--- src/rtl/pa_pkg.sv ---
package pa_pkg;

    localparam int CNT_W       = 8;
    localparam int ADDR_W      = 2;

    localparam logic [ADDR_W-1:0] ADR_CTRL  = 2'd0;
    localparam logic [ADDR_W-1:0] ADR_COUNT = 2'd1;
    localparam logic [ADDR_W-1:0] ADR_STAT  = 2'd2;

    localparam int CTL_EN_BIT   = 6;
    localparam int CTL_MODE_BIT = 5;
    localparam int CTL_SEL_BIT  = 4;

    localparam int ST_OVF_BIT   = 7;
    localparam int ST_EDGE_BIT  = 6;

    typedef enum logic [1:0] {
        LV_UNKNOWN = 2'd0,
        LV_LOW     = 2'd1,
        LV_HIGH    = 2'd2
    } lvl_state_e;

endpackage

--- src/rtl/pa_sync.sv ---
module pa_sync #(
    parameter int STAGES = 2
) (
    input  logic clk,
    input  logic d,
    output logic q
);
    logic [STAGES-1:0] chain;

    generate
        if (STAGES == 1) begin : g_single
            always_ff @(posedge clk) begin
                chain <= d;
            end
        end else begin : g_multi
            always_ff @(posedge clk) begin
                chain <= {chain[STAGES-2:0], d};
            end
        end
    endgenerate

    assign q = chain[STAGES-1];
endmodule

--- src/rtl/pa_prescaler.sv ---
module pa_prescaler #(
    parameter int DIV_W = 6
) (
    input  logic clk,
    input  logic rst_n,
    output logic tick
);
    logic [DIV_W-1:0] div_q;

    always_ff @(posedge clk) begin
        if (!rst_n) div_q <= '0;
        else        div_q <= div_q + 1'b1;
    end

    assign tick = &div_q;

    AST_TICK_SPACED: assert property (@(posedge clk) disable iff (!rst_n)
        tick |=> !tick);
endmodule

--- src/rtl/pa_level_fsm.sv ---
module pa_level_fsm
    import pa_pkg::*;
(
    input  logic clk,
    input  logic rst_n,
    input  logic lvl,
    output logic rise,
    output logic fall
);
    lvl_state_e state_q, state_d;

    always_ff @(posedge clk) begin
        if (!rst_n) state_q <= LV_UNKNOWN;
        else        state_q <= state_d;
    end

    always_comb begin
        state_d = state_q;
        unique case (state_q)
            LV_UNKNOWN: state_d = lvl ? LV_HIGH : LV_LOW;
            LV_LOW:     state_d = lvl ? LV_HIGH : LV_LOW;
            LV_HIGH:    state_d = lvl ? LV_HIGH : LV_LOW;
            default:    state_d = LV_UNKNOWN;
        endcase
    end

    always_comb begin
        rise = 1'b0;
        fall = 1'b0;
        unique case (state_q)
            LV_LOW:     rise = lvl;
            LV_HIGH:    fall = !lvl;
            default:    ;
        endcase
    end

    AST_EDGE_EXCLUSIVE: assert property (@(posedge clk) disable iff (!rst_n)
        $onehot0({rise, fall}));
    AST_RISE_AFTER_LOW: assert property (@(posedge clk) disable iff (!rst_n)
        rise |-> (lvl && !$past(lvl)));
endmodule

--- src/rtl/pulse_accum.sv ---
module pulse_accum
    import pa_pkg::*;
#(
    parameter int SYNC_STAGES = 2,
    parameter int PRESC_W     = 6
) (
    input  logic              clk,
    input  logic              rst_n,
    input  logic              pin_ext,
    input  logic              pin_dir_out,
    input  logic              pin_out_val,
    input  logic              bus_wr,
    input  logic [ADDR_W-1:0] bus_addr,
    input  logic [CNT_W-1:0]  bus_wdata,
    output logic [CNT_W-1:0]  bus_rdata
);
    localparam logic [CNT_W-1:0] CNT_MAX = {CNT_W{1'b1}};

    logic pin_seen, lvl_s, rise, fall, tick;
    logic en_q, mode_q, sel_q, ovf_q, edge_q;
    logic [CNT_W-1:0] count_q;
    logic wr_ctrl, wr_cnt, wr_stat;
    logic edge_hit, evt_inc, gate_open, gated_inc, inc;

    assign pin_seen = pin_dir_out ? pin_out_val : pin_ext;

    pa_sync #(.STAGES(SYNC_STAGES)) u_sync (
        .clk (clk),
        .d   (pin_seen),
        .q   (lvl_s)
    );

    pa_level_fsm u_fsm (
        .clk   (clk),
        .rst_n (rst_n),
        .lvl   (lvl_s),
        .rise  (rise),
        .fall  (fall)
    );

    pa_prescaler #(.DIV_W(PRESC_W)) u_presc (
        .clk   (clk),
        .rst_n (rst_n),
        .tick  (tick)
    );

    assign wr_ctrl = bus_wr && (bus_addr == ADR_CTRL);
    assign wr_cnt  = bus_wr && (bus_addr == ADR_COUNT);
    assign wr_stat = bus_wr && (bus_addr == ADR_STAT);

    assign edge_hit  = sel_q ? rise : fall;
    assign evt_inc   = en_q && !mode_q && edge_hit;
    assign gate_open = lvl_s ^ sel_q;
    assign gated_inc = en_q && mode_q && tick && gate_open;
    assign inc       = evt_inc || gated_inc;

    always_ff @(posedge clk) begin
        if (!rst_n) begin
            en_q   <= 1'b0;
            mode_q <= 1'b0;
            sel_q  <= 1'b0;
        end else if (wr_ctrl) begin
            en_q   <= bus_wdata[CTL_EN_BIT];
            mode_q <= bus_wdata[CTL_MODE_BIT];
            sel_q  <= bus_wdata[CTL_SEL_BIT];
        end
    end

    // count keeps its value across reset
    always_ff @(posedge clk) begin
        if (wr_cnt)   count_q <= bus_wdata;
        else if (inc) count_q <= count_q + 1'b1;
    end

    always_ff @(posedge clk) begin
        if (!rst_n) begin
            ovf_q  <= 1'b0;
            edge_q <= 1'b0;
        end else begin
            if (inc && !wr_cnt && (count_q == CNT_MAX)) ovf_q <= 1'b1;
            else if (wr_stat && bus_wdata[ST_OVF_BIT])  ovf_q <= 1'b0;
            if (edge_hit)                                edge_q <= 1'b1;
            else if (wr_stat && bus_wdata[ST_EDGE_BIT]) edge_q <= 1'b0;
        end
    end

    always_comb begin
        bus_rdata = '0;
        case (bus_addr)
            ADR_CTRL: begin
                bus_rdata[CTL_EN_BIT]   = en_q;
                bus_rdata[CTL_MODE_BIT] = mode_q;
                bus_rdata[CTL_SEL_BIT]  = sel_q;
            end
            ADR_COUNT: bus_rdata = count_q;
            ADR_STAT: begin
                bus_rdata[ST_OVF_BIT]  = ovf_q;
                bus_rdata[ST_EDGE_BIT] = edge_q;
            end
            default: bus_rdata = '0;
        endcase
    end

    AST_WRITE_WINS: assert property (@(posedge clk) disable iff (!rst_n)
        wr_cnt |=> (count_q == $past(bus_wdata)));
    AST_DISABLED_HOLD: assert property (@(posedge clk) disable iff (!rst_n)
        (!en_q && !wr_cnt) |=> $stable(count_q));
    AST_GATED_ON_TICK: assert property (@(posedge clk) disable iff (!rst_n)
        (en_q && mode_q && !wr_cnt && !tick) |=> $stable(count_q));
    AST_NO_LOST_OVERFLOW: assert property (@(posedge clk) disable iff (!rst_n)
        (inc && !wr_cnt && count_q == CNT_MAX) |=> (ovf_q && count_q == '0));
endmodule

--- config.mk ---
export PLATFORM = sky130hd
export DESIGN_NAME = pulse_accum
export DESIGN_NICKNAME = d
export VERILOG_FILES = /design/src/rtl/pa_pkg.sv /design/src/rtl/pa_sync.sv /design/src/rtl/pa_prescaler.sv /design/src/rtl/pa_level_fsm.sv /design/src/rtl/pulse_accum.sv
export SDC_FILE = /design/constraint.sdc
export NUM_CORES = 1
export LEC_CHECK = 0
export CAP_MARGIN = 20
export CORE_MARGIN = 10
export CORE_UTILIZATION = 49
export CTS_BUF_LIST = sky130_fd_sc_hd__clkbuf_8
export DETAILED_ROUTE_END_ITERATION = 12
export DONT_BUFFER_PORTS = 1
export GPL_ROUTABILITY_DRIVEN = 0
export PLACE_DENSITY = 0.75
export SLEW_MARGIN = 10
export SYNTH_ARGS = -nofsm -noshare
export SYNTH_HDL_FRONTEND = slang
export SYNTH_SLANG_ARGS = --single-unit
--- constraint.sdc ---
create_clock -name clk -period 2 [get_ports clk]
set_clock_uncertainty 0.05 [all_clocks]
set_input_delay 0 -clock clk [delete_from_list [all_inputs] [get_ports clk]]
set_output_delay 0 -clock clk [all_outputs]
set_load 0.005 [all_outputs]
-- Yosys cells after proc, flatten, opt, wreduce, memory -nomap -nowiden
Index checks and enable logic that the tools add are counted.
- word-level logic and storage cells: 56
- memories: 0
- bits in registers: 23
- memory bits (writable): 0
- bits in latches: 0
- bits in read-only memories: 0
- output and inout port bits: 8
- $mul: 0
- $add $sub $neg: 2
- shifts and indexed selects: 0
- bitwise gates (word level): 1
- reduce and logical (&&, ||, !) cells: 24
- div/mod/pow operators: 0
- multiplexer cells: 15
- magnitude comparators: 0
- equal/unequal tests: 5
- operator list (operator ; count):
    $mux W8 ; 2
    $logic_and A1 B1 Y1 ; 12
    $add A8 B1 Y8 const B ; 1
    $eq A8 B8 Y1 const B ; 1
    $mux W1 ; 8
    $add A6 B1 Y6 const B ; 1
    $reduce_and A6 Y1 ; 1
    $reduce_bool A2 Y1 ; 3
    $eq A2 B1 Y1 const B ; 2
    $eq A2 B2 Y1 const B ; 2
    $logic_not A2 Y1 ; 2
    $mux W4 ; 1
    $pmux W2 S2 ; 1
    $logic_not A1 Y1 ; 3
    $pmux W1 S3 ; 1
    $reduce_or A3 Y1 ; 1
    $mux W2 ; 1
    $pmux W1 S2 ; 1
    $reduce_and A2 Y1 ; 1
    $logic_or A1 B1 Y1 ; 1
    $xor A1 B1 Y1 ; 1

-- Depth between registers and ports, before layout
Gate-level depths: netlist of run 1.
- depth after elaboration: 8
- gate-level depth with buffers: 7
- mapped depth without buffers: 5

-- By module
From an unflattened synthesis of run 1, not the netlist that was laid out.
- cell total of the unflattened synthesis: 123
- area total of the unflattened synthesis: 1166.1 sq um
- modules (own cells, without submodules) (module ; sequential area each (sq um) ; cells each ; times used ; area each (sq um)):
    pulse_accum ; 340.3 ; 88 ; 1 ; 815.8
    pa_prescaler ; 120.1 ; 24 ; 1 ; 235.2
    pa_level_fsm ; 40.0 ; 9 ; 1 ; 75.1
    pa_sync ; 40.0 ; 2 ; 1 ; 40.0

-- Least setup slack after synthesis of run 1
No wires, ideal clock.
- path type: reg2reg
- start: reg sel_q
- end: reg count_q[0], enable pin
- path slack: 0.361 ns
- data arrival time: 1.260 ns
- stages on the path, launching flop included: 5
- setup time: 0.329 ns
- cells stage by stage: dfxtp_1 > or4b_1 > nand2_1 > a31oi_1 > nand2_1
- longest elaborated chain between the ends: 4
- elaborated cells on any way between the ends: 6
- those cells by class: mux: 1; bitwise: 1; reduce/logical: 4
- RTL lines (element ; RTL line ; RTL):
    start, declared ; pulse_accum.sv:20 ; logic en_q, mode_q, sel_q, ovf_q, edge_q;
    start signal, assigned ; pulse_accum.sv:65 ; sel_q <= bus_wdata[CTL_SEL_BIT];
    $mux W1 or $xor A1 B1 Y1 (tied branches) ; pulse_accum.sv:51, pulse_accum.sv:53 ;
    $logic_and A1 B1 Y1 (on tied branches) ; pulse_accum.sv:52, pulse_accum.sv:54 ;
    $logic_or A1 B1 Y1 * ; pulse_accum.sv:55 ; assign inc = evt_inc || gated_inc;
    $reduce_bool A2 Y1 (no source line) * ; -- ;
    end signal, assigned ; pulse_accum.sv:71 ; if (wr_cnt) count_q <= bus_wdata;
    end signal, assigned ; pulse_accum.sv:72 ; else if (inc) count_q <= count_q + 1'b1;
    end, declared ; pulse_accum.sv:21 ; logic [CNT_W-1:0] count_q;
Mark *: on every way between the ends. The rest lies on a longest branch, timed or not.
A chain may end at the register's enable or synchronous reset.

==> results.cfg, run 1 <==
[placement]
dpl_cell_area_um2 = 1161
dp.cells = 145
hpwlAfterDp_um = 1824
numPortBuffers = 0

[timing]
fin_crit_ns = 1.799
slew_headroom_pct = 77.75
finalHoldViolCount = 0
finalSetupViolations = 0
fin_crit_sh_pct = 89.95
tns_ns = 0
max_freq_mhz = 555.9
rsz0062_at_grt = no
maxSlewViolCount = 0
max_slew.worst_pin.slew_ns = 0.3330

[die]
io_pins = 24
row_count = 17
die_area_um2 = 4627
initial_core_util_pct = 51.07
fp.dieH_um = 68.02
core_um2 = 2212
die_w_um = 68.02

[outcome]
status = finished, final reports clean

[setup_path]
path_max_fanout = 2
end_kind = flop
cp_cell_sequence = dlygate4sd3_1 -> nand3_1 -> dlygate4sd3_1 -> a21oi_1 -> dlygate4sd3_1
worstRegToRegCells = 4
critPathLaunchType = input pin
arrival_ns = 1.95
crit_top_cell = dlygate4sd3_1
r2r-end = count_q[5]
rrSetupSlack_ns = 0.21
critPathMaxStageDelay_ns = 0.59
crit_type = in -> reg
cp.required_ns = 2.15
crit_slowest_cell = dlygate4sd3_1
reg2reg_from = sel_q

[clock_tree]
cts_tree = yes
clk_pin_slew_ns = 0.07
max-clock-path-buffers = 2
clock_latency_ns = 0.26
cts_root_buffer = clkbuf_8
cts_inserted_buffers = 3
cts-htree-levels = 1
clkSinkCount = 23
post_cts_buffers = 0

[grt]
grt_max_degree = 13
grt_util_all_layers_pct = 11.69
grt_pass1_wl_um = 4215
overflow = 0
antenna_found_initial = 0
grt_pass1_vias = 929

[cells_and_area]
nNetsFinal = 163
nFillCells = 193
final_cells = 168
synthToLayoutAreaGrowth_pct = 23.59
final_area_um2 = 1396
diodes = 0
drive_above_1_share_pct = 5.714

[hold_path]
min_path_cells = 2
min-delay-start = bus_addr[1]
hold_path_class = in -> out
hold-path-endpoint = bus_rdata[6]

[pwr]
ir_drop_uv = 444.6
power_w = 0.0008951
p_leak_nw = 0.5335
cellPowerDensity_nw_per_um2 = 641.1

[logic_synthesis]
synth_top_cells_by_count = dfxtp_1, nor2_1, nand2_1
syn_inst = 119
ys_types = 26
netlist_area_um2 = 1130
async_reset_ff_share_pct = 0
synth_edf_count = 8
synth_area_leaders = dfxtp_1, edfxtp_1, ha_1
ys_seq_elements = 23
synth_top_flop_cell = dfxtp_1
synth_area_per_cell_um2 = 9.494
synth_top_area_share_pct = 26.58
yosysWarnings = 0
ys_seq_area_share_pct = 47.84
syn_nets = 141
yosysTopAreaCell = dfxtp_1

[job]
maxCapViolCount = 0

[route]
drc = 0
wl_per_cell_um = 15.23
wl_um = 2558
antenna_left = 0
vias = 932
firstDrtPassIters = 6
viasPerCell = 5.548
first_iter_violations = 35
-- repair_timing --
action,CTS,global route
endpoints found under the hold margin,22,0
hold buffers,19,0
resized for setup,0,0
-- kinds of logic after synthesis --
group | after synthesis | synth area share [%]
adders and majority gates | 6 | 6.644
muxes | 2 | 1.993
DFF | 23 | 47.84
and+or+nand+nor | 53 | 22.48
xor gates and xnor gates | 11 | 8.527
AOI/OAI and AO/OA | 17 | 10.19
buffers and inverters | 7 | 2.325
-- cells in the final DEF (no fill, tap or decap), types with 2 or more instances in the layout --
cell,n
nand4_1,2
a21oi_1,10
nand2_1,13
dfxtp_1,15
xor2_1,6
a31oi_1,2
and3_1,3
mux2_2,2
dlygate4sd3_1,19
ha_1,6
nand3_1,10
edfxtp_1,8
nor2_1,15
clkbuf_8,3
and2_1,6
xnor2_1,5
inv_1,4
-- power breakdown --
group / internal [W] / total [W] / switching [W]
clock network: 0.000137 / 0.000275 / 0.000138
registers: 0.000505 / 0.000521 / 0.0000159
logic: 0.0000529 / 0.0000986 / 0.0000457
-- registers in the layout (all words and copies together), names as in the netlist --
name	flops
count_q	8
u_presc.div_q	6
u_fsm.state_q	2
u_sync.chain	2
edge_q	1
en_q	1
mode_q	1
ovf_q	1
sel_q	1
-- layer usage --
| layer | wire, um | up-vias | part of all wire (%) | GRT usage, % |
|---|---|---|---|---|
| li1 | - | 459 | - | - |
| met1 | 1014 | 423 | 40 | 13.01 |
| met2 | 1235 | 42 | 48 | 19.77 |
| met3 | 249 | 8 | 9.7 | 4.405 |
| met4 | 59 | 0 | 2.3 | 4.523 |
| met5 | 0 | - | 0 | 0 |
-- how the worst max path moves through the flow --
stage / startpoint / endpoint / slack, ns / cells past startpoint
finish: bus_wdata[4] / sel_q / 0.20 / 5
global route: bus_wdata[4] / sel_q / 0.12 / 5
global placement: sel_q / count_q[3] / 0.27 / 4
CTS: sel_q / count_q[1] / 0.22 / 4
detailed placement: sel_q / count_q[1] / 0.22 / 4
floorplan: sel_q / count_q[0] / 0.36 / 4
-- through the flow --
step | hold WS [ns] | setup WS [ns] | util, %
after floorplan | 0.06379 | 0.3614 | -
after global placement | 0.06701 | 0.2694 | 52.49
after detailed placement | 0.07137 | 0.2209 | 52.49
after CTS | 0.1207 | 0.2166 | 63.12
after global routing | 0.1312 | 0.1173 | 63.12
final | 0.1196 | 0.2011 | 63.12
-- worst max-delay path, delay by kind of cell --
family | cells | cell delay (ns)
buffers and inverters | 3 | 1.74
AOI/OAI and AO/OA | 1 | 0.14
and+or+nand+nor | 1 | 0.09
-- cell type report --
class	instances	area (um^2)	area share (%)
Clock buffer	3	41.29	2.957
Clock inverter	1	3.754	0.2688
Inverter	4	15.01	1.075
Multi-Input combinational cell	89	563.0	40.32
Sequential cell	23	540.5	38.71
Tap cell	28	35.03	2.509
Timing Repair Buffer	20	197.7	14.16
(Power assumes the default switching activity.)
==> run 2, diff against run 1 <==
CORE_ASPECT_RATIO = 1.2   (was not set)
==> run 2 against run 1 <==
Clock power grew 5%; flip-flop and latch count unchanged; sequential share of layout area shrank 0.34 points; power grew 1.6%; cell count grew 2.4%; maximum frequency is 2.3% lower; clock-buffer cell count did not move; combinational power about the same; wire length up 0.82%; via count down 0.54%; design area is 0.90% higher; critical endpoint is now count_q[2]; largest power group unchanged.
==> results.cfg, run 2 (synthesis gave the netlist of run 1 again) <==
[clock_tree]
cts_inserted_buffers = 3
clock_latency_ns = 0.27
clk_pin_slew_ns = 0.08
hold_buffers = 19
cts-htree-levels = 1
cts_tree = yes
max-clock-path-buffers = 2
clkSinkCount = 23
post_cts_buffers = 0
cts_resized = 0
cts_root_buffer = clkbuf_8

[die]
die_w_um = 63.84
initial_core_util_pct = 50.03
die_area_um2 = 4634
core_um2 = 2258
fp.dieH_um = 72.60
io_pins = 24
row_count = 19

[placement]
numPortBuffers = 0
hpwlAfterDp_um = 1866
dpl_cell_area_um2 = 1172

[setup_path]
worstRegToRegCells = 4
critPathLaunch = sel_q
reg2reg_from = sel_q
r2r-end = count_q[2]
critPathLaunchType = flop
rrSetupSlack_ns = 0.16
arrival_ns = 1.74
path_max_fanout = 8
crit_type = reg -> reg
end_kind = flop
cp.required_ns = 1.89

[timing]
slew_headroom_pct = 77.50
maxSlewViolCount = 0
finalHoldViolCount = 0
tns_ns = 0
max_slew.worst_pin.slew_ns = 0.3374
rsz0062_at_grt = no
hold_ws_ns = 0.1188
max_freq_mhz = 542.9
fin_crit_ns = 1.842
finalSetupViolations = 0
fin_crit_sh_pct = 92.09

[route]
drc = 0
viasPerCell = 5.390
vias = 927
antenna_left = 0
wl_um = 2579
wl_per_cell_um = 14.99
firstDrtPassIters = 4
first_iter_violations = 60

[pwr]
power_w = 0.0009096
p_leak_nw = 0.5372
ir_drop_uv = 652.2
cellPowerDensity_nw_per_um2 = 645.7

[cells_and_area]
diodes = 0
final_area_um2 = 1409
reg_top3 = count_q x8, u_presc.div_q x6
synthToLayoutAreaGrowth_pct = 24.70
largest_register_ffs = 8
drive_above_1_share_pct = 7.092
largest_register = count_q
nNetsFinal = 164
final_cell_mix = dlygate4sd3_1, nor2_1, dfxtp_1, nand2_1
post-route-util_pct = 62.38
nFillCells = 203
final_common_cell = dlygate4sd3_1

[grt]
grt_pass1_vias = 949
grt_util_all_layers_pct = 11.73
grt_pass1_wl_um = 4347
grt_max_degree = 14
antenna_found_initial = 0
overflow = 0

[hold_path]
hold_path_class = in -> out
min_path_cells = 2
hold-path-endpoint = bus_rdata[6]
min-delay-start = bus_addr[1]

[job]
maxCapViolCount = 0

[outcome]
status = finished, final reports clean
-- run 2: power breakdown --
group | total (W) | switching (W) | internal, W
registers | 0.000521 | 0.0000155 | 0.000505
logic | 0.000101 | 0.0000473 | 0.0000538
clock network | 0.000288 | 0.000149 | 0.000139
-- run 2: final cells by class --
type                    count  area, um^2  share of cell area [%]
clock buffers               3       41.29                   2.931
clock inverters             1       5.005                  0.3552
inverters                   4       15.01                   1.066
multi-input cells          89       563.0                   39.96
flip-flops and latches     23       540.5                   38.37
well taps                  31       38.79                   2.753
repair buffers             21       205.2                   14.56
-- run 2: worst max path at each step --
stage                     cells past startpoint  slack, ns          to
after floorplan                               4       0.36  count_q[0]
after global placement                        4       0.27  count_q[3]
after detailed placement                      4       0.21  count_q[6]
after CTS                                     4       0.20  count_q[2]
after global routing                          4       0.05  count_q[2]
final                                         4       0.16  count_q[2]
-- run 2: metrics by stage --
stage / setup slack, ns / cells
6_report: 0.1582 / 172
2_1_floorplan: 0.3614 / 119
3_5_place_dp: 0.2081 / 149
4_1_cts: 0.1958 / 172
5_1_grt: 0.04614 / 172
3_3_place_gp: 0.2738 / 149
-- run 2: critical path: stages, from the launching register on --
cell and delay, ns:
dfxtp_1 0.35, or4b_1 0.56, nand2_1 0.11, a31oi_1 0.14, nand2_1 0.30
-- run 2: per-layer routing --
metal / part of all wire, % / wire length (um) / global-route usage, % / vias to the layer above
met4: 2.6 / 67 / 7.299 / 0
li1: - / - / - / 461
met3: 7.5 / 193 / 3.687 / 4
met1: 38 / 971 / 11.17 / 440
met2: 52 / 1346 / 21.37 / 22
met5: 0 / 0 / 0 / -
==> run 3, diff against run 2 <==
ABC_AREA = 1   (was not set)
==> run 3 against run 2 <==
Worst hold slack got worse by 0.11 ns; synthesized area rose by 7.1%; global-route usage rose by 0.053 points; critical endpoint is now count_q[1].
==> results.cfg, run 3 <==
[outcome]
status = finished, final reports clean

[timing]
finalHoldViolCount = 0
max_slew.worst_pin.slew_ns = 0.3832
max_freq_mhz = 631.1
fin_crit_sh_pct = 79.22
slew_headroom_pct = 74.38
tns_ns = 0
maxSlewViolCount = 0
fin_crit_ns = 1.584
rsz0062_at_grt = no
worst_slack_ns = 0.4156
finalSetupViolations = 0

[cells_and_area]
largest_register_ffs = 8
largest_register = count_q
final_common_cell = nand2_1
drive_above_1_share_pct = 8.772
nNetsFinal = 194
diodes = 0
reg_top3 = count_q x8, u_presc.div_q x6
final_cell_mix = nand2_1, inv_1, nor2_1, dfxtp_1, dlygate4sd3_1
synthToLayoutAreaGrowth_pct = 17.79
post-route-util_pct = 61.17

[route]
first_iter_violations = 50
firstDrtPassIters = 4
antenna_left = 0
wl_um = 2688
wl_met3_um = 140
drc = 0
wl_per_cell_um = 13.31
viasPerCell = 5.267
dr.max_layer_used = met4
drt-met1-wl_um = 1085
vias = 1064
met2_wirelength_um = 1392

[grt]
antenna_found_initial = 0
grt_pass1_wl_um = 4595
overflow = 0
grt_util_all_layers_pct = 11.78
grt_max_degree = 14
grt_pass1_vias = 1082

[clock_tree]
cts_resized = 0
clock_latency_ns = 0.26
clkSinkCount = 23
cts-htree-levels = 1
cts_inserted_buffers = 3
clk_pin_slew_ns = 0.08
cts_tree = yes
cts_root_buffer = clkbuf_8
max-clock-path-buffers = 2

[die]
fp.dieH_um = 74.44
initial_core_util_pct = 51.93
io_pins = 24
row_count = 19
die_area_um2 = 4865
core_um2 = 2330
die_w_um = 65.36

[logic_synthesis]
synth_top_flop_cell = dfxtp_1
synth_top_area_share_pct = 24.82
netlist_area_um2 = 1210
synth_area_per_cell_um2 = 7.857
async_reset_ff_share_pct = 0
synth_edf_count = 8
ys_types = 29
yosysTopAreaCell = dfxtp_1
ys_seq_elements = 23
yosysWarnings = 0
ys_seq_area_share_pct = 44.67
synth_most_common_cell = nand2_1
syn_inst = 154
synth_area_leaders = dfxtp_1, edfxtp_1, nand2_1
syn_nets = 176
synth_top_cells_by_count = nand2_1, inv_1, nor2_1

[job]
maxCapViolCount = 0

[placement]
hpwlAfterDp_um = 1963
pre_cts_slack_ns = 0.4185
numPortBuffers = 0

[setup_path]
path_max_fanout = 8
end_kind = flop
arrival_ns = 1.46
critPathLaunchType = flop
cp.required_ns = 1.88
crit_type = reg -> reg

[pwr]
internal_power_w = 0.0006957
pwr-share-seq_pct = 57.4
cellPowerDensity_nw_per_um2 = 641.6
switchingPower_w = 0.0002187
sw_frac_of_total_pct = 23.92
clkPwrFrac_pct = 30.8
ir_drop_uv = 615.6
p_leak_nw = 0.6473
p_comb_share_pct = 11.8

[hold_path]
hold_path_class = in -> reg
## run 3: cell count changes after synthesis, sizes merged, moves of 2 or more
cell    delta
xor2       -3
and3       -3
o21ai     +13
nand2     +27
nand3      -2
clkbuf     -3
a21oi      -4
xnor2      -4
nor2       +5
inv       +19
buf        +2
and2       -6
## run 3: kinds of logic after synthesis
logic type | synth area share (%)
buffers and inverters | 8.687
flip-flops | 44.67
AND/OR/NAND/NOR | 25.23
adder cells (fa/ha/maj) | 6.205
AO/OA/AOI/OAI | 11.38
XOR/XNOR | 2.896
multiplexers | 0.9306
## run 3: power by group through the flow
stage | clock (W) | combinational [W] | sequential (W)
after floorplan | 0 | 0.0000681 | 0.000531
after global placement | 0 | 0.0000770 | 0.000533
after detailed placement | 0 | 0.0000808 | 0.000536
after CTS | 0.000285 | 0.000107 | 0.000525
after global routing | 0.000305 | 0.000123 | 0.000528
final | 0.000282 | 0.000108 | 0.000525
## run 3: worst max-delay path: stages (launching register included)
cell	delay, ns
dfxtp_1	0.36
ha_1	0.19
nand3_1	0.11
nor2_1	0.10
nand3_1	0.10
nand3_1	0.33
## run 3: what timing repair did
item                      CTS  global route
hold endpoints to repair   22             0
hold buffers               15             0
buffers inserted            0             0
## run 3: final timing paths
check / end / cells after the start / start / slack (ns)
setup / recovery: count_q[1] / 5 / u_presc.div_q[0] / 0.42
hold / removal: mode_q / 3 / bus_wr / 0.006
setup reg to reg: count_q[1] / 5 / u_presc.div_q[0] / 0.42
hold reg to reg: u_sync.chain[1] / 0 / u_sync.chain[0] / 0.29
## run 3: final cells by class
type	instances	area (um^2)
fill	217	904.6
inverter	23	86.33
clock buffer	3	41.29
tap	31	38.79
multi-input combinational	106	564.3
sequential	23	540.5
timing repair buffer	15	150.1
clock inverter	1	3.754
## run 3: per-stage QoR
step	instances	area (um^2)	hold WS (ns)	total power, W
2_1_floorplan	154	1210	0.04345	0.0005989
3_3_place_gp	183	1230	0.04776	0.0006105
3_5_place_dp	183	1230	0.05343	0.0006164
4_1_cts	202	1425	0.01376	0.0009167
5_1_grt	202	1425	0.03672	0.0009559
6_report	202	1425	0.006042	0.0009144
## run 3: metal layers
layer / GRT usage, % / vias to the layer above
met5: 0 / -
met4: 7.381 / 0
li1: - / 526
met2: 21.06 / 30
met1: 11.85 / 500
met3: 3.303 / 8
